**config.mk**
```make
export PLATFORM = sky130hd
export DESIGN_NAME = root_clk_gen
export DESIGN_NICKNAME = d
export VERILOG_FILES = /design/src/rtl/rcg_pkg.sv /design/src/rtl/rcg_regfile.sv /design/src/rtl/rcg_src_sync.sv /design/src/rtl/rcg_div_core.sv /design/src/rtl/root_clk_gen.sv
export SDC_FILE = /design/constraint.sdc
export NUM_CORES = 1
export LEC_CHECK = 0
export ABC_AREA = 1
export BUFFER_PORTS_ARGS = -buffer_cell sky130_fd_sc_hd__buf_2
export CAP_MARGIN = 10
export CORE_ASPECT_RATIO = 0.9
export CORE_MARGIN = 1.5
export CORE_UTILIZATION = 48
export CTS_CLUSTER_SIZE = 12
export DETAILED_ROUTE_END_ITERATION = 10
export PLACE_DENSITY = 0.79
export SLEW_MARGIN = 20
export SYNTH_ARGS = -nofsm -noshare
export SYNTH_HDL_FRONTEND = slang
export SYNTH_SLANG_ARGS = --single-unit
```
**constraint.sdc**
```tcl
create_clock -name clk -period 6.94 [get_ports clk]
set_input_delay 0.347 -clock clk [delete_from_list [all_inputs] [get_ports clk]]
set_output_delay 0.347 -clock clk [all_outputs]
set_load 0.02 [all_outputs]
```
**src/rtl/rcg_pkg.sv**
```systemverilog
package rcg_pkg;
  localparam int CFG_W = 14;
  localparam logic [1:0] MODE_MND = 2'd2;

  typedef enum logic [2:0] {
    A_CMD = 3'd0,
    A_CFG = 3'd1,
    A_M   = 3'd2,
    A_N   = 3'd3,
    A_D   = 3'd4
  } rcg_addr_e;

  typedef struct packed {
    logic [1:0] mode;
    logic [2:0] src;
    logic [4:0] code;
  } rcg_cfg_t;

  // last half-period index of one pre-divided period
  function automatic logic [5:0] half_max(input logic [4:0] code);
    return (code == 5'd0) ? 6'd1 : {1'b0, code};
  endfunction

  // number of half-periods the plain output stays high
  function automatic logic [5:0] high_len(input logic [5:0] cmax);
    return (cmax + 6'd2) >> 1;
  endfunction
endpackage

```
**src/rtl/rcg_regfile.sv**
```systemverilog
module rcg_regfile
  import rcg_pkg::*;
#(
  parameter int DATA_W = 32,
  parameter int MND_W  = 8
) (
  input  logic              clk,
  input  logic              rst_n,
  input  logic              wr,
  input  logic [2:0]        addr,
  input  logic [DATA_W-1:0] wdata,
  input  logic              commit,
  output logic [DATA_W-1:0] rdata,
  output logic              pending,
  output rcg_cfg_t          sh_cfg,
  output logic [MND_W-1:0]  sh_m,
  output logic [MND_W-1:0]  sh_n,
  output logic [MND_W-1:0]  sh_d
);
  logic [CFG_W-1:0] cfg_q;
  logic [MND_W-1:0] m_q, n_q, d_q;
  logic             pend_q;
  logic             req_set;
  logic             unused_wbits;

  assign unused_wbits = ^wdata[DATA_W-1:CFG_W];
  assign req_set = wr && (addr == A_CMD) && wdata[0];

  always_ff @(posedge clk or negedge rst_n) begin
    if (!rst_n) begin
      cfg_q  <= '0;
      m_q    <= '0;
      n_q    <= '0;
      d_q    <= '0;
      pend_q <= 1'b0;
    end else begin
      if (wr) begin
        case (addr)
          A_CFG:   cfg_q <= wdata[CFG_W-1:0];
          A_M:     m_q   <= wdata[MND_W-1:0];
          A_N:     n_q   <= wdata[MND_W-1:0];
          A_D:     d_q   <= wdata[MND_W-1:0];
          default: ;
        endcase
      end
      if (req_set)     pend_q <= 1'b1;
      else if (commit) pend_q <= 1'b0;
    end
  end

  always_comb begin
    rdata = '0;
    case (addr)
      A_CMD:   rdata[0]           = pend_q;
      A_CFG:   rdata[CFG_W-1:0]   = cfg_q;
      A_M:     rdata[MND_W-1:0]   = m_q;
      A_N:     rdata[MND_W-1:0]   = n_q;
      A_D:     rdata[MND_W-1:0]   = d_q;
      default: rdata = '0;
    endcase
  end

  assign pending = pend_q;
  assign sh_cfg  = '{mode: cfg_q[13:12], src: cfg_q[10:8], code: cfg_q[4:0]};
  assign sh_m    = m_q;
  assign sh_n    = n_q;
  assign sh_d    = d_q;

  AST_REQ_CLEARS: assert property (@(posedge clk) disable iff (!rst_n)
    (commit && !req_set) |=> !pend_q);
  AST_ZERO_WRITE_NO_REQ: assert property (@(posedge clk) disable iff (!rst_n)
    (!pend_q && !req_set) |=> !pend_q);
endmodule

```
**src/rtl/rcg_src_sync.sv**
```systemverilog
module rcg_src_sync #(
  parameter int NSRC = 2,
  parameter int STAGES = 2
) (
  input  logic            clk,
  input  logic            rst_n,
  input  logic [NSRC-1:0] src_clk,
  output logic [NSRC-1:0] src_edge
);
  localparam int CHAIN = STAGES + 1;

  for (genvar i = 0; i < NSRC; i++) begin : g_src
    logic [CHAIN-1:0] chain_q;
    always_ff @(posedge clk or negedge rst_n) begin
      if (!rst_n) chain_q <= '0;
      else        chain_q <= {chain_q[CHAIN-2:0], src_clk[i]};
    end
    // any level change of the source is one half-period event
    assign src_edge[i] = chain_q[CHAIN-1] ^ chain_q[CHAIN-2];
  end
endmodule

```
**src/rtl/rcg_div_core.sv**
```systemverilog
module rcg_div_core
  import rcg_pkg::*;
#(
  parameter int NSRC  = 2,
  parameter int MND_W = 8
) (
  input  logic             clk,
  input  logic             rst_n,
  input  logic [NSRC-1:0]  src_edge,
  input  logic             pending,
  input  rcg_cfg_t         sh_cfg,
  input  logic [MND_W-1:0] sh_m,
  input  logic [MND_W-1:0] sh_n,
  input  logic [MND_W-1:0] sh_d,
  output logic             commit,
  output logic             clk_out
);
  localparam logic [3:0] NSRC_L = 4'(NSRC);

  function automatic logic [MND_W-1:0] n_total(input logic [MND_W-1:0] m,
                                               input logic [MND_W-1:0] nreg);
    return m + ~nreg;
  endfunction

  function automatic logic [MND_W-1:0] acc_step(input logic [MND_W-1:0] acc,
                                                input logic [MND_W-1:0] m,
                                                input logic [MND_W-1:0] n);
    logic [MND_W:0] s;
    s = {1'b0, acc} + {1'b0, m};
    if (s >= {1'b0, n}) s = s - {1'b0, n};
    return s[MND_W-1:0];
  endfunction

  rcg_cfg_t         act_cfg;
  logic [MND_W-1:0] act_m, act_n, act_d;
  logic [5:0]       cnt_q, cnt_nx, cmax;
  logic [MND_W-1:0] acc_q, acc_nx, two_d;
  logic             out_q, sel_edge, absent, pd_wrap, mnd_on, mnd_level;

  always_comb begin
    sel_edge = 1'b0;
    for (int i = 0; i < NSRC; i++)
      if ({1'b0, act_cfg.src} == 4'(i)) sel_edge = src_edge[i];
  end

  assign absent    = {1'b0, act_cfg.src} >= NSRC_L;
  assign cmax      = half_max(act_cfg.code);
  assign pd_wrap   = sel_edge && (cnt_q == cmax);
  assign cnt_nx    = pd_wrap ? 6'd0 : cnt_q + 6'd1;
  assign mnd_on    = (act_cfg.mode == MODE_MND);
  assign acc_nx    = acc_step(acc_q, act_m, n_total(act_m, act_n));
  assign two_d     = ~act_d;
  assign mnd_level = {acc_nx, 1'b0} < {1'b0, two_d};
  assign commit    = pending && ((pd_wrap && !out_q) || absent);

  always_ff @(posedge clk or negedge rst_n) begin
    if (!rst_n) begin
      act_cfg <= '0;
      act_m   <= '0;
      act_n   <= '0;
      act_d   <= '0;
      cnt_q   <= '0;
      acc_q   <= '0;
      out_q   <= 1'b0;
    end else if (commit) begin
      act_cfg <= sh_cfg;
      act_m   <= sh_m;
      act_n   <= sh_n;
      act_d   <= sh_d;
      cnt_q   <= '0;
      acc_q   <= '0;
      out_q   <= 1'b0;
    end else if (sel_edge) begin
      cnt_q <= cnt_nx;
      if (mnd_on) begin
        if (pd_wrap) begin
          acc_q <= acc_nx;
          out_q <= mnd_level;
        end
      end else begin
        out_q <= (cnt_nx < high_len(cmax));
      end
    end
  end

  assign clk_out = out_q;

  AST_COMMIT_WHILE_LOW: assert property (@(posedge clk) disable iff (!rst_n)
    commit |-> !out_q);
  AST_COMMIT_NEEDS_REQ: assert property (@(posedge clk) disable iff (!rst_n)
    commit |-> pending);
  AST_QUIET_BETWEEN_EDGES: assert property (@(posedge clk) disable iff (!rst_n)
    (!sel_edge && !commit) |=> $stable(out_q));
  AST_ABSENT_SRC_LOW: assert property (@(posedge clk) disable iff (!rst_n)
    absent |=> !out_q);
  AST_MND_HOLD: assert property (@(posedge clk) disable iff (!rst_n)
    (mnd_on && !pd_wrap && !commit) |=> $stable(out_q));
  AST_AFTER_COMMIT_RESTART: assert property (@(posedge clk) disable iff (!rst_n)
    commit |=> (cnt_q == 6'd0) && (acc_q == '0) && !out_q);
endmodule

```
**src/rtl/root_clk_gen.sv**
```systemverilog
module root_clk_gen
  import rcg_pkg::*;
#(
  parameter int NSRC   = 2,
  parameter int DATA_W = 32,
  parameter int MND_W  = 8
) (
  input  logic              clk,
  input  logic              rst_n,
  input  logic              reg_wr,
  input  logic [2:0]        reg_addr,
  input  logic [DATA_W-1:0] reg_wdata,
  output logic [DATA_W-1:0] reg_rdata,
  input  logic [NSRC-1:0]   src_clk,
  output logic              clk_out
);
  logic             pending, commit;
  rcg_cfg_t         sh_cfg;
  logic [MND_W-1:0] sh_m, sh_n, sh_d;
  logic [NSRC-1:0]  src_edge;

  rcg_regfile #(.DATA_W(DATA_W), .MND_W(MND_W)) u_regs (
    .clk     (clk),
    .rst_n   (rst_n),
    .wr      (reg_wr),
    .addr    (reg_addr),
    .wdata   (reg_wdata),
    .commit  (commit),
    .rdata   (reg_rdata),
    .pending (pending),
    .sh_cfg  (sh_cfg),
    .sh_m    (sh_m),
    .sh_n    (sh_n),
    .sh_d    (sh_d)
  );

  rcg_src_sync #(.NSRC(NSRC), .STAGES(2)) u_sync (
    .clk      (clk),
    .rst_n    (rst_n),
    .src_clk  (src_clk),
    .src_edge (src_edge)
  );

  rcg_div_core #(.NSRC(NSRC), .MND_W(MND_W)) u_core (
    .clk      (clk),
    .rst_n    (rst_n),
    .src_edge (src_edge),
    .pending  (pending),
    .sh_cfg   (sh_cfg),
    .sh_m     (sh_m),
    .sh_n     (sh_n),
    .sh_d     (sh_d),
    .commit   (commit),
    .clk_out  (clk_out)
  );
endmodule

```
=== After elaboration in Yosys (flattened, before gate mapping) ===
Cells that the tools add are included.

* Register bits: 94
* Input port bits: 40
* Output and inout port bits: 33

* Add/sub/neg operators: 5
* Magnitude comparators: 4
* Equal/unequal tests: 8
* Multiplexer cells: 20
* Bitwise logic cells: 4
* Reductions and logical operators: 20

{| class="wikitable"
|+ Operator list
! operator !! count
|-
| 2-to-1 mux 8 bit || 5
|-
| case mux 7 bit (4 select lines) || 1
|-
| 2-to-1 mux 6 bit || 4
|-
| inverter 8 bit || 2
|-
| AND reduction 2 bit || 5
|-
| adder 8 x 8 -> 9 bit || 1
|-
| >= comparator 9 x 8 -> 1 bit || 1
|-
| < comparator 9 x 8 -> 1 bit || 1
|-
| adder 8 bit || 1
|-
| 2-to-1 mux 1 bit || 8
|-
| nonzero test 2 bit || 4
|-
| subtractor 8 bit || 1
|-
| adder 6 x 1 -> 6 bit, second input constant || 1
|-
| adder 6 x 2 -> 6 bit, second input constant || 1
|-
| equality test 3 x 1 -> 1 bit, second input constant || 2
|-
| equality test 3 x 2 -> 1 bit, second input constant || 2
|-
| equality test 6 bit || 1
|-
| zero test 3 bit || 2
|-
| < comparator 6 x 5 -> 1 bit || 1
|-
| logical AND 1 bit || 5
|-
| zero test 5 bit || 1
|-
| 2-to-1 mux 5 bit || 1
|-
| case mux 1 bit (5 select lines) || 1
|-
| equality test 3 bit, second input constant || 1
|-
| 7 further kinds || 8
|}

=== Longest topological paths before layout ===
Gate-level depths: netlist of run 1.

* Depth after elaboration: 9
* Gate-level depth with buffers: 36
* Depth with buffers taken out: 36

=== By module ===
A second synthesis of run 1 with hierarchy kept.

* Cells, all modules: 749
* Area, all modules: 5894.4 sq um

{| class="wikitable"
|+ Modules (own cells, without submodules)
! module !! instances !! cells each !! area an instance (sq um) !! seq. area each (sq um)
|-
| rcg_div_core || 1 || 480 || 3537.1 || 1226.2
|-
| rcg_regfile || 1 || 253 || 2169.6 || 975.9
|-
| rcg_src_sync || 1 || 16 || 187.7 || 150.1
|}

=== Worst setup path before layout of run 1 ===
Ideal clock, no wire load.

* Path type: register to register
* Start point: register u_core.act_m[0]
* End point: register u_core.out_q (netlist: u_core.clk_out)
* Library setup time: 0.065 ns
* Data arrival time: 3.649 ns
* Path slack: 3.226 ns
* Stages on the path, launching flop included: 30
* Path buffers: 0
* Clock period less this slack: 3.714 ns
* Path through: dfrtp_1 > ha_1 > fa_1 > a31oi_1 > o21bai_1 > a21oi_1 > xor2_1 > ha_1 > a21o_1 > nor2_1 > nand2_1 > nand2_1 > nand2_2 > inv_2 > o21a_1 > inv_1 > ha_1 > nand3_1 > nor2_1 > nor2_1 > nand2_1 > nand2_1 > nand2_1 > nand2_1 > nand2_1 > nand2_1 > nand3_1 > a21oi_1 > nand2_1 > nand2_1

* Cells in the longest elaborated chain, start to end: 8
* Elaborated cells between the ends (all ways): 10

{| class="wikitable"
|+ RTL lines
! what !! RTL line !! text
|-
| from (decl) || rcg_div_core.sv:35 || <nowiki>logic [MND_W-1:0] act_m, act_n, act_d;</nowiki>
|-
| from (signal assigned) || rcg_div_core.sv:67 || <nowiki>act_m <= sh_m;</nowiki>
|-
| adder 8 x 8 -> 9 bit / adder 8 bit (equally long branches) || rcg_div_core.sv:29, rcg_div_core.sv:22 ||
|-
| subtractor 8 bit / >= comparator 9 x 8 -> 1 bit (equally long branches) || rcg_div_core.sv:30 || <nowiki>if (s >= {1'b0, n}) s = s - {1'b0, n};</nowiki>
|-
| 2-to-1 mux 8 bit (*) || rcg_div_core.sv:30 ||
|-
| < comparator 9 x 8 -> 1 bit (*) || rcg_div_core.sv:53 || <nowiki>assign mnd_level = {acc_nx, 1'b0} < {1'b0, two_d};</nowiki>
|-
| 2-to-1 mux 1 bit (*) || rcg_div_core.sv:76 || <nowiki>if (pd_wrap) begin</nowiki>
|-
| 2-to-1 mux 1 bit (*) || rcg_div_core.sv:75 || <nowiki>if (mnd_on) begin</nowiki>
|-
| 2-to-1 mux 1 bit (*) || rcg_div_core.sv:73 || <nowiki>end else if (sel_edge) begin</nowiki>
|-
| 2-to-1 mux 1 bit (*) || rcg_div_core.sv:65 || <nowiki>end else if (commit) begin</nowiki>
|-
| to (signal assigned) || rcg_div_core.sv:78 || <nowiki>out_q <= mnd_level;</nowiki>
|-
| to (signal assigned) || rcg_div_core.sv:81 || <nowiki>out_q <= (cnt_nx < high_len(cmax));</nowiki>
|-
| to (decl) || rcg_div_core.sv:38 || <nowiki>logic out_q, sel_edge, absent, pd_wrap, mnd_on, mnd_level;</nowiki>
|}

Every way passes the cells marked *; elsewhere a longest branch is shown, timed or not. The select of a mux whose other input is x is not followed.
A chain may end at the register's enable or synchronous reset.

=== Final worst setup path of run 1 ===
* Start point: register u_core.act_m[2]
* End point: register u_core.out_q (netlist: u_core.clk_out)

The elaborated chain is that of the path after synthesis.

==> impl_metrics.py, run 1 <==
metrics = {
    "drt": {
        "first_iter_violations": 414,
        "routed_via_density": 4.95,
        "routedWlPerCell_um": 12.8,
        "num_vias": 4407,
        "drt_wl_total_um": 11400,
        "drc": 0,
        "drt_first_pass_iters": 5,
        "ant_nets": 0,
    },
    "synth": {
        "async_flop_share": 1.00,
        "synth_flop_cell": "dfrtp_1",
        "synth_commonest_cells": "nand2_1, inv_1, dfrtp_1, o21ai_0, nor2_1",
        "synth.top_cell.area_share": 0.420,
        "ys_warn_count": 0,
        "synth_cell_type_count": 40,
        "syn_inst": 695,
        "synth_edf_count": 0,
        "syn_area_um2": 5600,
        "synth.most_common_cell": "nand2_1",
        "syn_avg_cell_area_um2": 8.06,
        "synth_seq_cells": 94,
        "synth.area.top_cells": "dfrtp_1, nand2_1, ha_1",
        "synth.largest_area_cell": "dfrtp_1",
        "yosysSeqAreaShare": 0.420,
    },
    "sta": {
        "finalMaxSlewViolations": 0,
        "tightestPinTransition_ns": 0.868,
        "rsz0062_at_grt": "no",
        "layout_min_cycle_time_ns": 4.32,
        "setup_viol": 0,
        "relSlewSlack": 0.420,
        "finalClockSkew_ns": 0.00851,
        "setup_tns_ns": 0,
        "final.period_utilization": 0.622,
        "finalHoldViolCount": 0,
        "worst_slack_ns": 2.62,
        "fmax_mhz": 232,
    },
    "grt": {
        "antenna_found_initial": 0,
        "grt_overflow": 0,
        "grt_max_degree": 55,
        "grt_pass1_vias": 4057,
        "grt_pass1_wl_um": 19300,
        "gr-usage-all-layers": 0.199,
    },
    "layout": {
        "areaGrowthSynthToFinish_pct": 9.31,
        "layout.nets": 808,
        "final_area_um2": 6120,
        "final_util": 0.538,
        "layout-drive-gt1-share": 0.128,
        "fillers": 1087,
        "diodes": 0,
    },
    "placement": {
        "dpl-instance-area_um2": 5820,
        "port_buffers": 36,
        "post-dp-hpwl_um": 8320,
        "gp_congestion": 0.851,
        "place_ws_ns": 2.62,
    },
    "critical_path": {
        "cpMostUsedCell": "nand2_1",
        "crit_path_start_kind": "register",
        "cp.required_ns": 7.17,
        "arrival_ns": 4.55,
        "cp-end-kind": "register",
        "path_class": "reg -> reg",
        "cp_max_fo": 9,
        "worst_path_max_delay_cell": "dfrtp_1",
        "cpPeakStageDelay_ns": 0.42,
    },
    "pwr": {
        "p_per_area_nw_per_um2": 495,
        "ir_drop_mv": 0.212,
        "p_leak_nw": 3.27,
    },
    "die": {
        "core_area_um2": 11400,
        "start_util": 0.492,
        "dieArea_um2": 12300,
        "die_y_um": 105,
        "pin_count": 73,
        "fp.dieW_um": 117,
        "rows": 37,
    },
    "cts": {
        "h-tree-depth": 3,
        "post_cts_buffers": 0,
        "cts_tree": "yes",
        "path_clk_slew_ns": 0.07,
        "root_buffer": "clkbuf_16",
        "cts_hold_buf": 1,
        "cts_buffer_depth": 2,
        "numCtsBuffers": 9,
        "cts.repair.resized": 0,
        "clock-sinks": 94,
        "clkLatencyLatePin_ns": 0.34,
    },
    "outcome": {
        "outcome": "completed",
    },
    "min_path": {
        "min_path_type": "in -> reg",
    },
    "job": {
        "drv_cap": 0,
    },
}
==> area by class of cell <==
cell class	instances	area, µm²	share of cell area
Clock inverter	6	70.1	0.0114
Tap cell	156	195	0.0319
Multi-Input combinational cell	478	2670	0.436
Timing Repair Buffer	39	208	0.0339
Inverter	107	402	0.0656
Sequential cell	94	2350	0.384
Clock buffer	10	229	0.0374
==> stage by stage <==
step	std cells	hold WS (ns)	power, W
floorplan	712	0.0514	0.00219
global placement	873	0.331	0.00248
detailed placement	873	0.342	0.00251
CTS	890	0.106	0.00305
global route	890	0.108	0.00334
finish	890	0.114	0.00303
==> cells in the final DEF, fill, tap and decap left out, types with 2 or more instances in the layout <==
cell,netlist,layout
o21a_1,3,3
conb_1,1,18
o21ai_1,10,10
o21ai_2,20,20
xnor2_1,9,9
clkinvlp_4,0,3
nand2_2,4,4
o21bai_1,2,2
a21oi_1,28,28
buf_4,18,3
and2_1,2,2
nor2_1,41,41
nor3b_1,3,3
a31oi_1,3,3
a21boi_1,4,4
clkbuf_16,0,9
o211ai_2,2,2
o21ai_0,52,52
nand2_1,182,182
fa_1,3,3
ha_1,36,36
dfrtp_1,94,94
inv_1,97,97
xor2_1,14,14
inv_2,9,9
nor2_2,4,4
o22ai_1,7,7
or2_1,2,2
nor3_1,3,3
buf_2,0,35
nand3_1,17,17
==> report_power, final <==
part	internal, W	leakage (nW)	switching (W)
combinational	0.000667	1.95	0.00105
sequential	0.000698	1.19	0.000123
clock	0.000281	0.135	0.000209
==> flip-flops by register name, summed over array words and instances, names as in the netlist <==
name                  count
u_core.act_n              8
u_core.act_m              8
u_sync.g_src.chain_q      6
u_regs.pending            1
u_core.acc_q              8
u_regs.sh_m               8
u_regs.sh_d               8
u_core.clk_out            1
u_regs.sh_n               8
u_regs.cfg_q             14
u_core.act_d              8
u_core.cnt_q              6
u_core.act_cfg           10
==> critical path: cells and delay by family (launching register included) <==
family	cells	cell delay, ns
DFF	1	0.42
AOI/OAI and AO/OA	6	0.88
adders and majority gates	3	0.95
and+or+nand+nor	21	1.47
buffers and inverters	3	0.29
xor gates and xnor gates	1	0.19
==> metal layers <==
metal | track usage | share of wire | up-vias
met1 | 0.299 | 0.49 | 2058
met5 | 0 | 0 | -
met4 | 0.0491 | 0.013 | 0
li1 | - | - | 2236
met2 | 0.301 | 0.45 | 99
met3 | 0.0334 | 0.046 | 14
==> cells by family (layout without fill, tap and decap cells) <==
| logic type | after synthesis | count (layout) | share of synthesized area |
|---|---|---|---|
| adders and majority gates | 39 | 39 | 0.0911 |
| and+or+nand+nor | 261 | 261 | 0.189 |
| other | 1 | 18 | 0.000669 |
| DFF | 94 | 94 | 0.420 |
| xor gates and xnor gates | 23 | 23 | 0.0360 |
| AOI/OAI and AO/OA | 137 | 137 | 0.148 |
| buffers and inverters | 140 | 162 | 0.115 |
==> worst paths after layout <==
kind	start	to	slack, ns	cells past startpoint
min in group asynchronous	rst_n	u_regs.cfg_q[13]	0.51	2
hold reg to reg	u_sync.g_src[0].chain_q[0]	u_sync.g_src[0].chain_q[1]	0.35	0
max in group asynchronous	rst_n	u_core.act_m[3]	5.37	3
hold / removal	src_clk[0]	u_sync.g_src[0].chain_q[0]	0.11	1
setup / recovery	u_core.act_m[2]	u_core.clk_out	2.62	34
setup reg to reg	u_core.act_m[2]	u_core.clk_out	2.62	34
(Power assumes the default switching activity.)
==> run 2: changes to the inputs <==
--- a/config.mk
+++ b/config.mk
@@ -13,7 +13,7 @@
 export CORE_UTILIZATION = 48
 export CTS_CLUSTER_SIZE = 12
 export DETAILED_ROUTE_END_ITERATION = 10
-export PLACE_DENSITY = 0.79
+export PLACE_DENSITY = 0.82
 export SLEW_MARGIN = 20
 export SYNTH_ARGS = -nofsm -noshare
 export SYNTH_HDL_FRONTEND = slang
==> constraint.sdc (replaced) <==
create_clock -name clk -period 3.6 [get_ports clk]
set_input_delay 0.18 -clock clk [delete_from_list [all_inputs] [get_ports clk]]
set_output_delay 0.18 -clock clk [all_outputs]
set_load 0.02 [all_outputs]
==> impl_metrics.py, run 2 (synthesized netlist as in run 1, its figures left out) <==
metrics = {
    "drt": {
        "routedWlPerCell_um": 14.5,
        "drt_first_pass_iters": 6,
        "routed_via_density": 5.05,
        "num_vias": 4785,
        "ant_nets": 0,
        "drt_wl_total_um": 13700,
        "drc": 0,
        "first_iter_violations": 357,
    },
    "sta": {
        "relSlewSlack": 0.424,
        "tightestPinTransition_ns": 0.862,
        "finalHoldViolCount": 0,
        "fmax_mhz": 245,
        "worst_slack_ns": -0.486,
        "setup_viol": 2,
        "finalClockSkew_ns": 0.0114,
        "layout_min_cycle_time_ns": 4.09,
        "finalMaxSlewViolations": 0,
        "final.period_utilization": 1.13,
        "rsz0062_at_grt": "yes",
    },
    "layout": {
        "final_cell_mix": "nand2_1, dfrtp_1, inv_1",
        "regArea_um2": 2350,
        "final_common_cell": "nand2_1",
        "diodes": 0,
        "areaGrowthSynthToFinish_pct": 20.3,
        "largest_register": "u_regs.cfg_q",
        "layout-drive-gt1-share": 0.234,
        "top_regs": "u_regs.cfg_q: 14 flops, u_core.act_cfg: 10 flops",
        "multiInputGateArea_um2": 2830,
        "fillers": 978,
        "largest_reg_flops": 14,
        "layout.nets": 865,
    },
    "cts": {
        "h-tree-depth": 3,
        "numCtsBuffers": 9,
        "clock-sinks": 94,
        "cts_buffer_depth": 2,
        "path_clk_slew_ns": 0.08,
        "cts_tree": "yes",
        "root_buffer": "clkbuf_16",
        "clkLatencyLatePin_ns": 0.35,
    },
    "critical_path": {
        "cpPeakStageDelay_ns": 0.41,
        "crit_path_start_kind": "register",
        "cpMostUsedCell": "nand2_1",
        "worst_path_max_delay_cell": "dfrtp_1",
        "critPathLaunch": "u_core.act_n[1]",
        "cpLargestDelayFamily": "simple AND/OR/NAND/NOR gates",
        "cp.required_ns": 3.90,
        "arrival_ns": 4.38,
        "cp-end-kind": "register",
        "cp_max_fo": 5,
        "crit_buf_inv": 6,
        "path_class": "reg -> reg",
        "reg2reg_from": "u_core.act_n[1]",
    },
    "grt": {
        "antenna_found_initial": 0,
        "grt_overflow": 0,
        "grt_pass1_wl_um": 22300,
        "grt_pass1_vias": 4668,
        "gr-usage-all-layers": 0.235,
        "grt_max_degree": 68,
    },
    "outcome": {
        "violations": "setup timing",
        "outcome": "complete, but fails checks",
    },
    "pwr": {
        "p_per_area_nw_per_um2": 1100,
        "ir_drop_mv": 0.461,
        "total_power_w": 0.00743,
        "p_leak_nw": 3.56,
    },
    "min_path": {
        "min_path_type": "in -> reg",
        "hold_start": "reg_wdata[11]",
    },
    "placement": {
        "gp_congestion": 0.898,
        "port_buffers": 36,
        "post-dp-hpwl_um": 9440,
        "place_ws_ns": -0.346,
    },
    "die": {
        "die_y_um": 105,
        "core_area_um2": 11400,
        "pin_count": 73,
        "fp.dieW_um": 117,
        "start_util": 0.492,
        "rows": 37,
        "dieArea_um2": 12300,
    },
    "job": {
        "drv_cap": 0,
    },
}
run 2: through the flow:
stage	hold WS, ns	utilization	setup TNS (ns)	std cells	instance area, µm²
after floorplan	-0.116	-	0	712	5700
after global placement	0.289	0.537	-0.221	909	6120
after detailed placement	0.290	0.537	-0.346	909	6120
after CTS	0.0677	0.585	-0.263	944	6660
after global routing	0.0821	0.592	-0.951	947	6740
final	0.0688	0.592	-0.570	947	6740
run 2: tightest hold or removal path: stages:
cell	delay, ns
buf_2	0.08
nor2_1	0.03
a21oi_1	0.09
run 2: power by group:
group | internal (W) | switching, W | leakage (nW)
clock network | 0.000557 | 0.000454 | 0.152
logic | 0.00221 | 0.00259 | 2.22
registers | 0.00135 | 0.000264 | 1.19
total | 0.00412 | 0.00331 | 3.56
run 2: layout make-up:
| type | instances | share of cell area |
|---|---|---|
| timing repair buffer | 96 | 0.0956 |
| clock inverter | 7 | 0.0132 |
| multi-input combinational | 478 | 0.420 |
| tap | 156 | 0.0290 |
| clock buffer | 9 | 0.0334 |
| sequential | 94 | 0.349 |
| inverter | 107 | 0.0600 |
run 2: final timing paths:
kind                                               to  slack [ns]  cells after the start
max in group asynchronous             u_core.acc_q[7]        2.22                      3
min                                  u_regs.cfg_q[11]        0.07                      3
min reg2reg                u_sync.g_src[1].chain_q[1]        0.35                      0
max reg2reg                            u_core.clk_out       -0.49                     31
min in group asynchronous            u_regs.cfg_q[11]        0.48                      2
max                                    u_core.clk_out       -0.49                     31
run 2: per-layer routing:
layer	routed length, µm	vias up	global-route usage
met5	0	-	0
li1	-	2353	-
met2	6510	155	0.371
met4	451	0	0.107
met3	750	37	0.0408
met1	6020	2240	0.316
run 2: timing repair:
item | in CTS | in global routing
endpoints found under the setup margin | 1 | 2
buffers inserted | 16 | 3
gates resized for setup | 19 | 13
hold buffers | 3 | 0
pin swaps | 21 | 15
cloned | 0 | 0
endpoints found under the hold margin | 68 | 0
